File: config.mk
export PLATFORM = sky130hd
export DESIGN_NAME = spi_clk_cs_gen
export DESIGN_NICKNAME = d
export VERILOG_FILES = /design/src/rtl/spi_tg_pkg.sv /design/src/rtl/spi_tg_cfg.sv /design/src/rtl/spi_tg_clkdiv.sv /design/src/rtl/spi_tg_seq.sv /design/src/rtl/spi_clk_cs_gen.sv
export SDC_FILE = /design/constraint.sdc
export NUM_CORES = 1
export LEC_CHECK = 0
export BUFFER_PORTS_ARGS = -buffer_cell sky130_fd_sc_hd__buf_4
export CORE_MARGIN = 1.5
export CORE_UTILIZATION = 53
export CTS_CLUSTER_SIZE = 12
export DETAILED_ROUTE_END_ITERATION = 16
export PLACE_DENSITY = 0.75
export SYNTH_ARGS = -nofsm -noshare
export SYNTH_HDL_FRONTEND = slang
export SYNTH_SLANG_ARGS = --single-unit
File: constraint.sdc
create_clock -name clk -period 2.5 [get_ports clk]
set_input_delay 0.125 -clock clk [delete_from_list [all_inputs] [get_ports clk]]
set_output_delay 0.125 -clock clk [all_outputs]
set_load 0.01 [all_outputs]
File: src/rtl/spi_tg_pkg.sv
// Shared types for the serial clock / chip-select timing generator.
// Assumes 8-bit guard counts packed into one 32-bit delay word.
package spi_tg_pkg;

    localparam int DLY_W = 8;

    // Guard counts; lead occupies the low byte, hold_hi the top byte.
    typedef struct packed {
        logic [DLY_W-1:0] hold_hi;  // minimum select-high time
        logic [DLY_W-1:0] dev_gap;  // gap before switching target
        logic [DLY_W-1:0] trail;    // last clock edge to select high
        logic [DLY_W-1:0] lead;     // select low to first clock edge
    } guard_t;

    typedef enum logic [2:0] {
        ST_IDLE,
        ST_GAP,
        ST_LEAD,
        ST_CLOCK,
        ST_TRAIL,
        ST_HOLD
    } tg_state_e;

endpackage

File: src/rtl/spi_tg_cfg.sv
// Configuration shadow and chip-select encoder.
// Shadows follow the inputs only while enable is low, so settings are
// frozen while the block runs. Assumes CS_W is a power of two.
module spi_tg_cfg
    import spi_tg_pkg::*;
#(
    parameter int CS_W   = 4,
    parameter int BAUD_W = 4
) (
    input  logic              clk,
    input  logic              rst_n,
    input  logic              cfg_enable,
    input  logic              cpol_in,
    input  logic              cpha_in,
    input  logic [BAUD_W-1:0] baud_in,
    input  logic [CS_W-1:0]   sel_in,
    input  logic              decode_in,
    input  logic [4*DLY_W-1:0] delay_in,
    output logic              cpol_q,
    output logic              cpha_q,
    output logic [BAUD_W-1:0] baud_q,
    output logic              decode_q,
    output guard_t            guard_q,
    output logic [CS_W-1:0]   cs_code
);

    localparam int SEL_W = (CS_W > 1) ? $clog2(CS_W) : 1;

    logic [CS_W-1:0] sel_q;
    logic [CS_W-1:0] onehot_low;

    // Load shadow registers while the block is disabled.
    always_ff @(posedge clk) begin
        if (!rst_n) begin
            cpol_q   <= 1'b0;
            cpha_q   <= 1'b0;
            baud_q   <= '0;
            sel_q    <= '0;
            decode_q <= 1'b0;
            guard_q  <= '0;
        end else if (!cfg_enable) begin
            cpol_q   <= cpol_in;
            cpha_q   <= cpha_in;
            baud_q   <= baud_in;
            sel_q    <= sel_in;
            decode_q <= decode_in;
            guard_q  <= guard_t'(delay_in);
        end
    end

    // One-hot-low pattern: only the indexed line is driven low.
    for (genvar i = 0; i < CS_W; i++) begin : g_onehot
        assign onehot_low[i] = (sel_q[SEL_W-1:0] != SEL_W'(i));
    end

    // Pass raw value through for an external decoder, else use one-hot-low.
    assign cs_code = decode_q ? sel_q : onehot_low;

endmodule

File: src/rtl/spi_tg_clkdiv.sv
// Serial-clock divider and edge counter.
// Produces the clock phase (0 = rest level) and per-edge strobes. A kick
// makes the first edge at once; later edges come every baud+1 cycles
// while run is high. Assumes edge_total is even and at least 2.
module spi_tg_clkdiv #(
    parameter int BAUD_W = 4,
    parameter int CNT_W  = 8
) (
    input  logic              clk,
    input  logic              rst_n,
    input  logic              kick,
    input  logic              run,
    input  logic [BAUD_W-1:0] baud,
    input  logic              cpha,
    input  logic [CNT_W:0]    edge_total,
    output logic              phase,
    output logic              sample_tick,
    output logic              shift_tick,
    output logic              last_edge
);

    logic [BAUD_W-1:0] half_cnt;
    logic [CNT_W:0]    edge_cnt;
    logic              at_half;
    logic              next_odd;

    assign at_half   = run && (half_cnt == baud);
    assign next_odd  = ~edge_cnt[0];
    assign last_edge = at_half && ((edge_cnt + 1'b1) == edge_total);

    // Count half periods, toggle the phase and flag each edge's role.
    always_ff @(posedge clk) begin
        if (!rst_n) begin
            phase       <= 1'b0;
            half_cnt    <= '0;
            edge_cnt    <= '0;
            sample_tick <= 1'b0;
            shift_tick  <= 1'b0;
        end else if (kick) begin
            phase       <= 1'b1;
            half_cnt    <= '0;
            edge_cnt    <= {{CNT_W{1'b0}}, 1'b1};
            sample_tick <= ~cpha;
            shift_tick  <= cpha;
        end else if (at_half) begin
            phase       <= ~phase;
            half_cnt    <= '0;
            edge_cnt    <= edge_cnt + 1'b1;
            sample_tick <= next_odd ^ cpha;
            shift_tick  <= ~(next_odd ^ cpha);
        end else if (run) begin
            half_cnt    <= half_cnt + 1'b1;
            sample_tick <= 1'b0;
            shift_tick  <= 1'b0;
        end else begin
            phase       <= 1'b0;
            half_cnt    <= '0;
            edge_cnt    <= '0;
            sample_tick <= 1'b0;
            shift_tick  <= 1'b0;
        end
    end

endmodule

File: src/rtl/spi_tg_seq.sv
// Transfer sequencer: walks gap, lead, clock, trail and hold phases.
// Each guard phase lasts max(count,1) cycles. Remembers the last completed
// select pattern so the device gap applies only on a target change.
module spi_tg_seq
    import spi_tg_pkg::*;
#(
    parameter int CS_W  = 4,
    parameter int CNT_W = 8
) (
    input  logic            clk,
    input  logic            rst_n,
    input  logic            enable,
    input  logic            start,
    input  logic [CNT_W-1:0] cycles,
    input  logic [CS_W-1:0] code_in,
    input  guard_t          guard,
    input  logic            last_edge,
    output logic            kick,
    output logic            run,
    output logic [CNT_W:0]  edge_total,
    output logic [CS_W-1:0] cs_n,
    output logic            idle
);

    tg_state_e        state;
    logic [DLY_W-1:0] dcnt;
    logic [CS_W-1:0]  cur_code;
    logic [CS_W-1:0]  last_code;
    logic             have_last;
    logic [CNT_W-1:0] cyc_eff;

    assign cyc_eff = (cycles == '0) ? CNT_W'(1) : cycles;
    assign kick    = enable && (state == ST_LEAD) && (dcnt >= guard.lead);
    assign run     = enable && (state == ST_CLOCK);
    assign idle    = (state == ST_IDLE);
    assign cs_n    = (state == ST_LEAD || state == ST_CLOCK || state == ST_TRAIL)
                     ? cur_code : '1;

    // Advance through the transfer phases, counting guard cycles.
    always_ff @(posedge clk) begin
        if (!rst_n) begin
            state      <= ST_IDLE;
            dcnt       <= DLY_W'(1);
            cur_code   <= '1;
            last_code  <= '1;
            have_last  <= 1'b0;
            edge_total <= '0;
        end else if (!enable) begin
            state <= ST_IDLE;
            dcnt  <= DLY_W'(1);
        end else begin
            case (state)
                ST_IDLE: begin
                    dcnt <= DLY_W'(1);
                    if (start) begin
                        cur_code   <= code_in;
                        edge_total <= {cyc_eff, 1'b0};
                        state      <= (have_last && code_in != last_code) ? ST_GAP : ST_LEAD;
                    end
                end
                ST_GAP: begin
                    if (dcnt >= guard.dev_gap) begin
                        state <= ST_LEAD;
                        dcnt  <= DLY_W'(1);
                    end else begin
                        dcnt <= dcnt + 1'b1;
                    end
                end
                ST_LEAD: begin
                    if (kick) state <= ST_CLOCK;
                    else      dcnt  <= dcnt + 1'b1;
                end
                ST_CLOCK: begin
                    if (last_edge) begin
                        state <= ST_TRAIL;
                        dcnt  <= DLY_W'(1);
                    end
                end
                ST_TRAIL: begin
                    if (dcnt >= guard.trail) begin
                        state     <= ST_HOLD;
                        dcnt      <= DLY_W'(1);
                        last_code <= cur_code;
                        have_last <= 1'b1;
                    end else begin
                        dcnt <= dcnt + 1'b1;
                    end
                end
                ST_HOLD: begin
                    if (dcnt >= guard.hold_hi) state <= ST_IDLE;
                    else                       dcnt  <= dcnt + 1'b1;
                end
                default: state <= ST_IDLE;
            endcase
        end
    end

endmodule

File: src/rtl/spi_clk_cs_gen.sv
// Top of the serial flash clock and chip-select timing generator.
// Ties the configuration shadow, sequencer and divider together; the
// clock output is the divider phase flipped by the rest level.
module spi_clk_cs_gen #(
    parameter int CS_W   = 4,
    parameter int BAUD_W = 4,
    parameter int CNT_W  = 8
) (
    input  logic              clk,
    input  logic              rst_n,
    input  logic              cfg_enable,
    input  logic              cfg_cpol,
    input  logic              cfg_cpha,
    input  logic [BAUD_W-1:0] cfg_baud,
    input  logic [CS_W-1:0]   cfg_sel,
    input  logic              cfg_decode,
    input  logic [31:0]       cfg_delay,
    input  logic              xfer_start,
    input  logic [CNT_W-1:0]  xfer_cycles,
    output logic              sclk,
    output logic [CS_W-1:0]   cs_n,
    output logic              sample_tick,
    output logic              shift_tick,
    output logic              idle
);

    import spi_tg_pkg::*;

    logic              cpol_q;
    logic              cpha_q;
    logic [BAUD_W-1:0] baud_q;
    logic              decode_q;
    guard_t            guard_q;
    logic [CS_W-1:0]   cs_code;
    logic              kick;
    logic              run;
    logic              last_edge;
    logic              phase;
    logic [CNT_W:0]    edge_total;

    spi_tg_cfg #(.CS_W(CS_W), .BAUD_W(BAUD_W)) u_cfg (
        .clk       (clk),
        .rst_n     (rst_n),
        .cfg_enable(cfg_enable),
        .cpol_in   (cfg_cpol),
        .cpha_in   (cfg_cpha),
        .baud_in   (cfg_baud),
        .sel_in    (cfg_sel),
        .decode_in (cfg_decode),
        .delay_in  (cfg_delay),
        .cpol_q    (cpol_q),
        .cpha_q    (cpha_q),
        .baud_q    (baud_q),
        .decode_q  (decode_q),
        .guard_q   (guard_q),
        .cs_code   (cs_code)
    );

    spi_tg_seq #(.CS_W(CS_W), .CNT_W(CNT_W)) u_seq (
        .clk       (clk),
        .rst_n     (rst_n),
        .enable    (cfg_enable),
        .start     (xfer_start),
        .cycles    (xfer_cycles),
        .code_in   (cs_code),
        .guard     (guard_q),
        .last_edge (last_edge),
        .kick      (kick),
        .run       (run),
        .edge_total(edge_total),
        .cs_n      (cs_n),
        .idle      (idle)
    );

    spi_tg_clkdiv #(.BAUD_W(BAUD_W), .CNT_W(CNT_W)) u_div (
        .clk        (clk),
        .rst_n      (rst_n),
        .kick       (kick),
        .run        (run),
        .baud       (baud_q),
        .cpha       (cpha_q),
        .edge_total (edge_total),
        .phase      (phase),
        .sample_tick(sample_tick),
        .shift_tick (shift_tick),
        .last_edge  (last_edge)
    );

    // Rest level plus phase gives the serial clock for all four modes.
    assign sclk = phase ^ cpol_q;

endmodule

==> impl_metrics.ini, run 1 <==
[setup_path]
cp_slowest_cell = or3_1
crit_required_ns = 2.75
cpPeakStageDelay_ns = 0.42
path_cells = buf_4, nand4_1, or3_1, and3_1, o32ai_1, a211oi_2, buf_4, buf_12, o21a_1, o32ai_1
cp_top_family = simple AND/OR/NAND/NOR gates
worst_setup_path_end_kind = flop
crit_path_start_kind = flop
critical_path_class = reg -> reg
crit_arrival_ns = 2.68
crit_fanout = 8
crit_buf_inv = 3

[routing]
routed_wl_um = 11200
firstDrtPassIters = 11
wl_met1_um = 5200
drt_iter0_drc = 274
wl_met3_um = 581
via_count = 4132
wl_per_cell_um = 14.9
vias_per_cell = 5.52
ant_nets = 0
top_layer = met4
wl_met2_um = 5250
drc = 4

[placement]
dp_cells = 731
dpl.hpwl_um = 8440
dpl_worst_slack_ns = -0.166
place_congestion = 0.951
placed_area_sq_mm = 0.00561
io_buffers = 62

[logic_synthesis]
ys_top_cells_by_area = dfxtp_1 36%, mux2i_1 9.7%, ha_1 9.0%
syn-cell-area_sq_mm = 0.00486
synth_top_area_cell = dfxtp_1
postSynthRegisterBits = 87
yosys.cell_types.count = 58
syn-mean-instance-area_sq_um = 8.75
synth_top_area_share_pct = 35.8
synthCells = 556
synth_nets = 646
seq_area_frac_synth_pct = 35.8
ys_warn_count = 0
ys.flop_type = dfxtp_1
asyncSetResetFlopFracSynth_pct = 0
synth_edf_count = 0

[sta]
clock_skew_ns = 0.0121
maxSlewViolCount = 0
fmax_mhz = 413
setup_viol = 0
period_share_pct = 96.9
setup_ws_ns = 0.0782
fin_crit_ns = 2.42
grt_setup_unrepaired = true
finalHoldViolCount = 0
worstMarginPinSlew_ns = 0.507
slew_headroom_pct = 66.0

[power]
peakVddDrop_uv = 264
powerDensity_mw_per_mm2 = 494
power.leakage_nw = 2.56
total_power_w = 0.00292

[floorplanning]
rows = 34
dieArea_sq_mm = 0.00976
die_h_um = 98.8
pin_count = 63
design.core.area_sq_mm = 0.00881
initial_core_util_pct = 55.2
die-width_um = 98.8

[clock_network]
numCtsBuffers = 9
cts.sinks = 87
root_buffer = clkbuf_8
cts_tree = yes
hold_buffers = 0
clk_latency_ns = 0.36
clkSlewWorstSetupHoldPaths_ns = 0.09
cts.htree.levels = 3
max-clock-path-buffers = 2

[final_layout]
final_core_util_pct = 67.2
finalNonFillerCells = 749
fin_area_sq_mm = 0.00592
areaGrowthSynthToFinish_pct = 21.7
nets = 726
drive_above_1_share_pct = 22.3
antenna_cells = 0
layout_common_cells = 94 x buf_4, 82 x dfxtp_1, 50 x nand2_1
layout_commonest_cell = buf_4

[outcome]
violations = DRC
status = finished with violations

[grt]
grt_max_degree = 37
grt_pass1_vias = 4219
overflow = 0
grt_pass1_wl_um = 19200
antenna_found_initial = 0
grtUsageTotal_pct = 24.1

[run]
drv_cap = 0

[worst_hold_path]
hold_path_class = in -> reg
-- power by group --
group	switching, W	internal (W)
Sequential	0.0000397	0.00144
Combinational	0.000215	0.000231
Clock	0.000526	0.000470
-- metal layers --
metal | global-route usage, % | up-vias
li1 | - | 2090
met1 | 31.8 | 1916
met2 | 40.3 | 114
met3 | 4.89 | 12
met4 | 6.92 | 0
met5 | 0 | -
-- worst register-to-register path: cells and delay by family (launching register included) --
family	cells	cell delay (ns)
AOI/OAI and AO/OA	4	0.72
buffers and inverters	3	0.43
and+or+nand+nor	3	0.83
DFF	1	0.36
-- final timing paths --
| kind | start | end | slack (ns) | depth (start not counted) |
|---|---|---|---|---|
| worst min register to register | u_div.half_cnt[0] | u_div.half_cnt[0] | 0.48 | 1 |
| worst min-delay path | cfg_delay[14] | u_cfg.guard_q[14] | 0.01 | 3 |
| worst max-delay path | u_div.edge_cnt[0] | u_seq.dcnt[4] | 0.08 | 10 |
| worst max register to register | u_div.edge_cnt[0] | u_seq.dcnt[4] | 0.08 | 10 |
-- final cells by class --
cell class                 instances  area [sq um]
inverter                          41           156
tap                              108           135
clock inverter                     6          68.8
timing repair buffer              95           726
multi-input combinational        402          2960
sequential                        87          1750
fill                             737          2890
clock buffer                      10           128
-- timing repair --
| item | in CTS | in global routing |
|---|---|---|
| endpoints found under the hold margin | 0 | 0 |
| setup endpoints to repair | 12 | 15 |
| setup buffers | 1 | 1 |
| cloned | 0 | 0 |
| gates resized for setup | 8 | 14 |
| pin swaps | 0 | 5 |
-- cells by family after synthesis --
group / Yosys count / synth area share, %
and+or+nand+nor: 190 / 21.0
AOI/OAI and AO/OA: 108 / 15.3
DFF: 87 / 35.8
buffers and inverters: 67 / 5.30
muxes: 48 / 9.90
adders and majority gates: 35 / 9.00
xor gates and xnor gates: 21 / 3.78
-- Yosys cell counts (2+ instances only) --
cell,count
a2111oi_0,3
a211o_1,3
a211oi_1,6
a21boi_0,10
a21oi_1,17
a22oi_1,4
and2_1,3
and3_1,10
buf_1,4
buf_2,2
clkbuf_1,19
dfxtp_1,87
ha_1,35
inv_1,41
mux2i_1,47
nand2_1,50
nand2b_1,8
nand3_1,13
nand3b_1,3
nand4_1,4
nor2_1,22
nor2b_1,47
nor3_1,9
nor3b_1,2
nor4_1,2
o211ai_1,3
o21a_1,6
o21ai_0,28
o22ai_1,3
o31ai_1,6
o32ai_1,3
o32ai_2,2
o41ai_1,2
or2_2,7
or3_1,3
xnor2_1,8
xor2_1,13
-- stage by stage --
step / hold WS, ns / setup TNS (ns)
floorplan: 0.270 / 0
global placement: 0.377 / -0.238
detailed placement: 0.386 / -1.14
CTS: 0.0106 / -0.0165
global route: 0.0149 / -0.0429
finish: 0.0148 / 0
-- registers in the layout, summed over array words and instances, names as in the netlist --
signal and count:
u_cfg.decode_q 1, u_cfg.cpha_q 1, u_seq.last_code 4, u_seq.have_last 1
u_div.edge_cnt 9, u_div.phase 1, u_div.half_cnt 4, u_cfg.sel_q 4
u_seq.cur_code 4, u_seq.dcnt 8, u_cfg.guard_q 32, u_cfg.cpol_q 1
u_div.shift_tick 1, u_seq.state 3, u_seq.edge_total 8, u_div.sample_tick 1
u_cfg.baud_q 4
(Power assumes the default switching activity.)
==> run 2: changes to the inputs <==
CORE_UTILIZATION = 25   (was 53)
PLACE_DENSITY = 0.4   (was 0.75)
==> run 2 against run 1 <==
The flow now finishes without violations. Cell count rose by 21%. Non-clock buffer count grew 11. Clock power grew 34%. Critical path type unchanged. Largest cell class unchanged.
==> impl_metrics.ini, run 2 (synthesis results as in run 1) <==
[outcome]
status = finished, final reports clean

[clock_network]
cts.sinks = 87
cts_tree = yes
numCtsBuffers = 9
hold_buffers = 0
clk_latency_ns = 0.35
clkSlewWorstSetupHoldPaths_ns = 0.07
cts.htree.levels = 3
max-clock-path-buffers = 2
root_buffer = clkbuf_16

[power]
power.leakage_nw = 2.65
peakVddDrop_uv = 329
powerDensity_mw_per_mm2 = 521

[floorplanning]
dieArea_sq_mm = 0.0203
pin_count = 63
die_h_um = 142
design.core.area_sq_mm = 0.0189
die-width_um = 142
rows = 50
initial_core_util_pct = 25.7

[final_layout]
largest_register_ffs = 32
nets = 737
drive_above_1_share_pct = 24.0
fin_area_sq_mm = 0.00628
fillers = 2022
antenna_cells = 0
top_register = u_cfg.guard_q
reg_top3 = u_cfg.guard_q x32, u_div.edge_cnt x9
layout_common_cells = 106 x buf_4, 80 x dfxtp_1, 50 x nand2_1
areaGrowthSynthToFinish_pct = 29.0
layout_commonest_cell = buf_4

[grt]
grt_pass1_wl_um = 21200
overflow = 0
antenna_found_initial = 0
grtUsageTotal_pct = 13.5
grt_pass1_vias = 4011
grt_max_degree = 36

[sta]
grt_setup_unrepaired = true
fin_crit_ns = 2.42
maxSlewViolCount = 0
setup_viol = 0
worstMarginPinSlew_ns = 0.551
fmax_mhz = 414
period_share_pct = 96.7
setup_ws_ns = 0.0817
finalHoldViolCount = 0
slew_headroom_pct = 63.2
clock_skew_ns = 0.00930

[placement]
dpl_worst_slack_ns = -0.325
dpl.hpwl_um = 9780
placed_area_sq_mm = 0.00587
place_congestion = 0.847
io_buffers = 62

[setup_path]
crit_path_start_kind = flop
crit_required_ns = 2.76
worst_setup_path_end_kind = flop
critical_path_class = reg -> reg
crit_arrival_ns = 2.67
crit_fanout = 6

[routing]
drt_iter0_drc = 205
wl_per_cell_um = 14.4
ant_nets = 0
firstDrtPassIters = 4
drc = 0
via_count = 4091
routed_wl_um = 13100
vias_per_cell = 4.50

[worst_hold_path]
hold_path_class = in -> reg

[run]
drv_cap = 0
==> run 2: cell types whose count changed in the layout (fill, tap and decap cells not counted), moves of 2 or more <==
cell	change
and3_4	+2
buf_4	+12
clkbuf_16	+9
clkbuf_8	-9
dfxtp_1	-2
dfxtp_2	+2
inv_6	-2
==> run 2: area by class of cell <==
class	count	area (sq um)	share of cell area, %
tap	260	325	5.18
inverter	41	154	2.45
clock buffer	10	229	3.65
clock inverter	4	48.8	0.778
timing repair buffer	106	796	12.7
sequential	87	1750	27.9
multi-input combinational	402	2970	47.4
==> run 2: per-layer routing <==
layer	vias up	global-route usage [%]	wire length, um
li1	2118	-	-
met1	1879	18.9	6860
met2	81	20.4	5570
met3	13	2.09	416
met4	0	5.70	232
met5	-	0	0
==> run 2: repair_timing <==
item                       in CTS  in global routing
setup endpoints to repair      14                 15
pin swaps                       1                  9
gates cloned                    0                  0
resized for setup              10                 19
setup buffers                   1                  3
==> run 2: report_power, final <==
part           internal (W)  switching (W)  total (W)
sequential          0.00144      0.0000419    0.00149
combinational      0.000238       0.000222   0.000460
clock              0.000762       0.000564    0.00133
==> run 2: worst paths after layout <==
path | startpoint | to | slack, ns | depth (start not counted)
worst max register to register | u_div.edge_cnt[1] | u_seq.dcnt[4] | 0.08 | 10
worst min register to register | u_seq.have_last | u_seq.have_last | 0.47 | 1
worst max-delay path | u_div.edge_cnt[1] | u_seq.dcnt[4] | 0.08 | 10
worst min-delay path | cfg_sel[1] | u_cfg.sel_q[1] | 0.03 | 3
==> run 2: critical path: stages, from the launching register on <==
cell and delay, ns:
dfxtp_2 0.35, ha_4 0.14, nand3_2 0.08, or3_1 0.35, a211o_1 0.28, o41a_1 0.39, a211oi_2 0.21, buf_4 0.18
nand2b_2 0.10, buf_4 0.16, o32ai_1 0.10
==> run 2: through the flow <==
step	instances	hold slack (ns)	utilization, %	setup TNS [ns]	total power (W)
finish	910	0.0286	33.2	0	0.00327
global route	910	0.0300	33.2	-0.227	0.00344
CTS	907	0.0170	32.7	0	0.00332
detailed placement	892	0.384	31.0	-3.22	0.00196
global placement	892	0.378	31.0	-2.12	0.00196
floorplan	556	0.270	-	0	0.00177
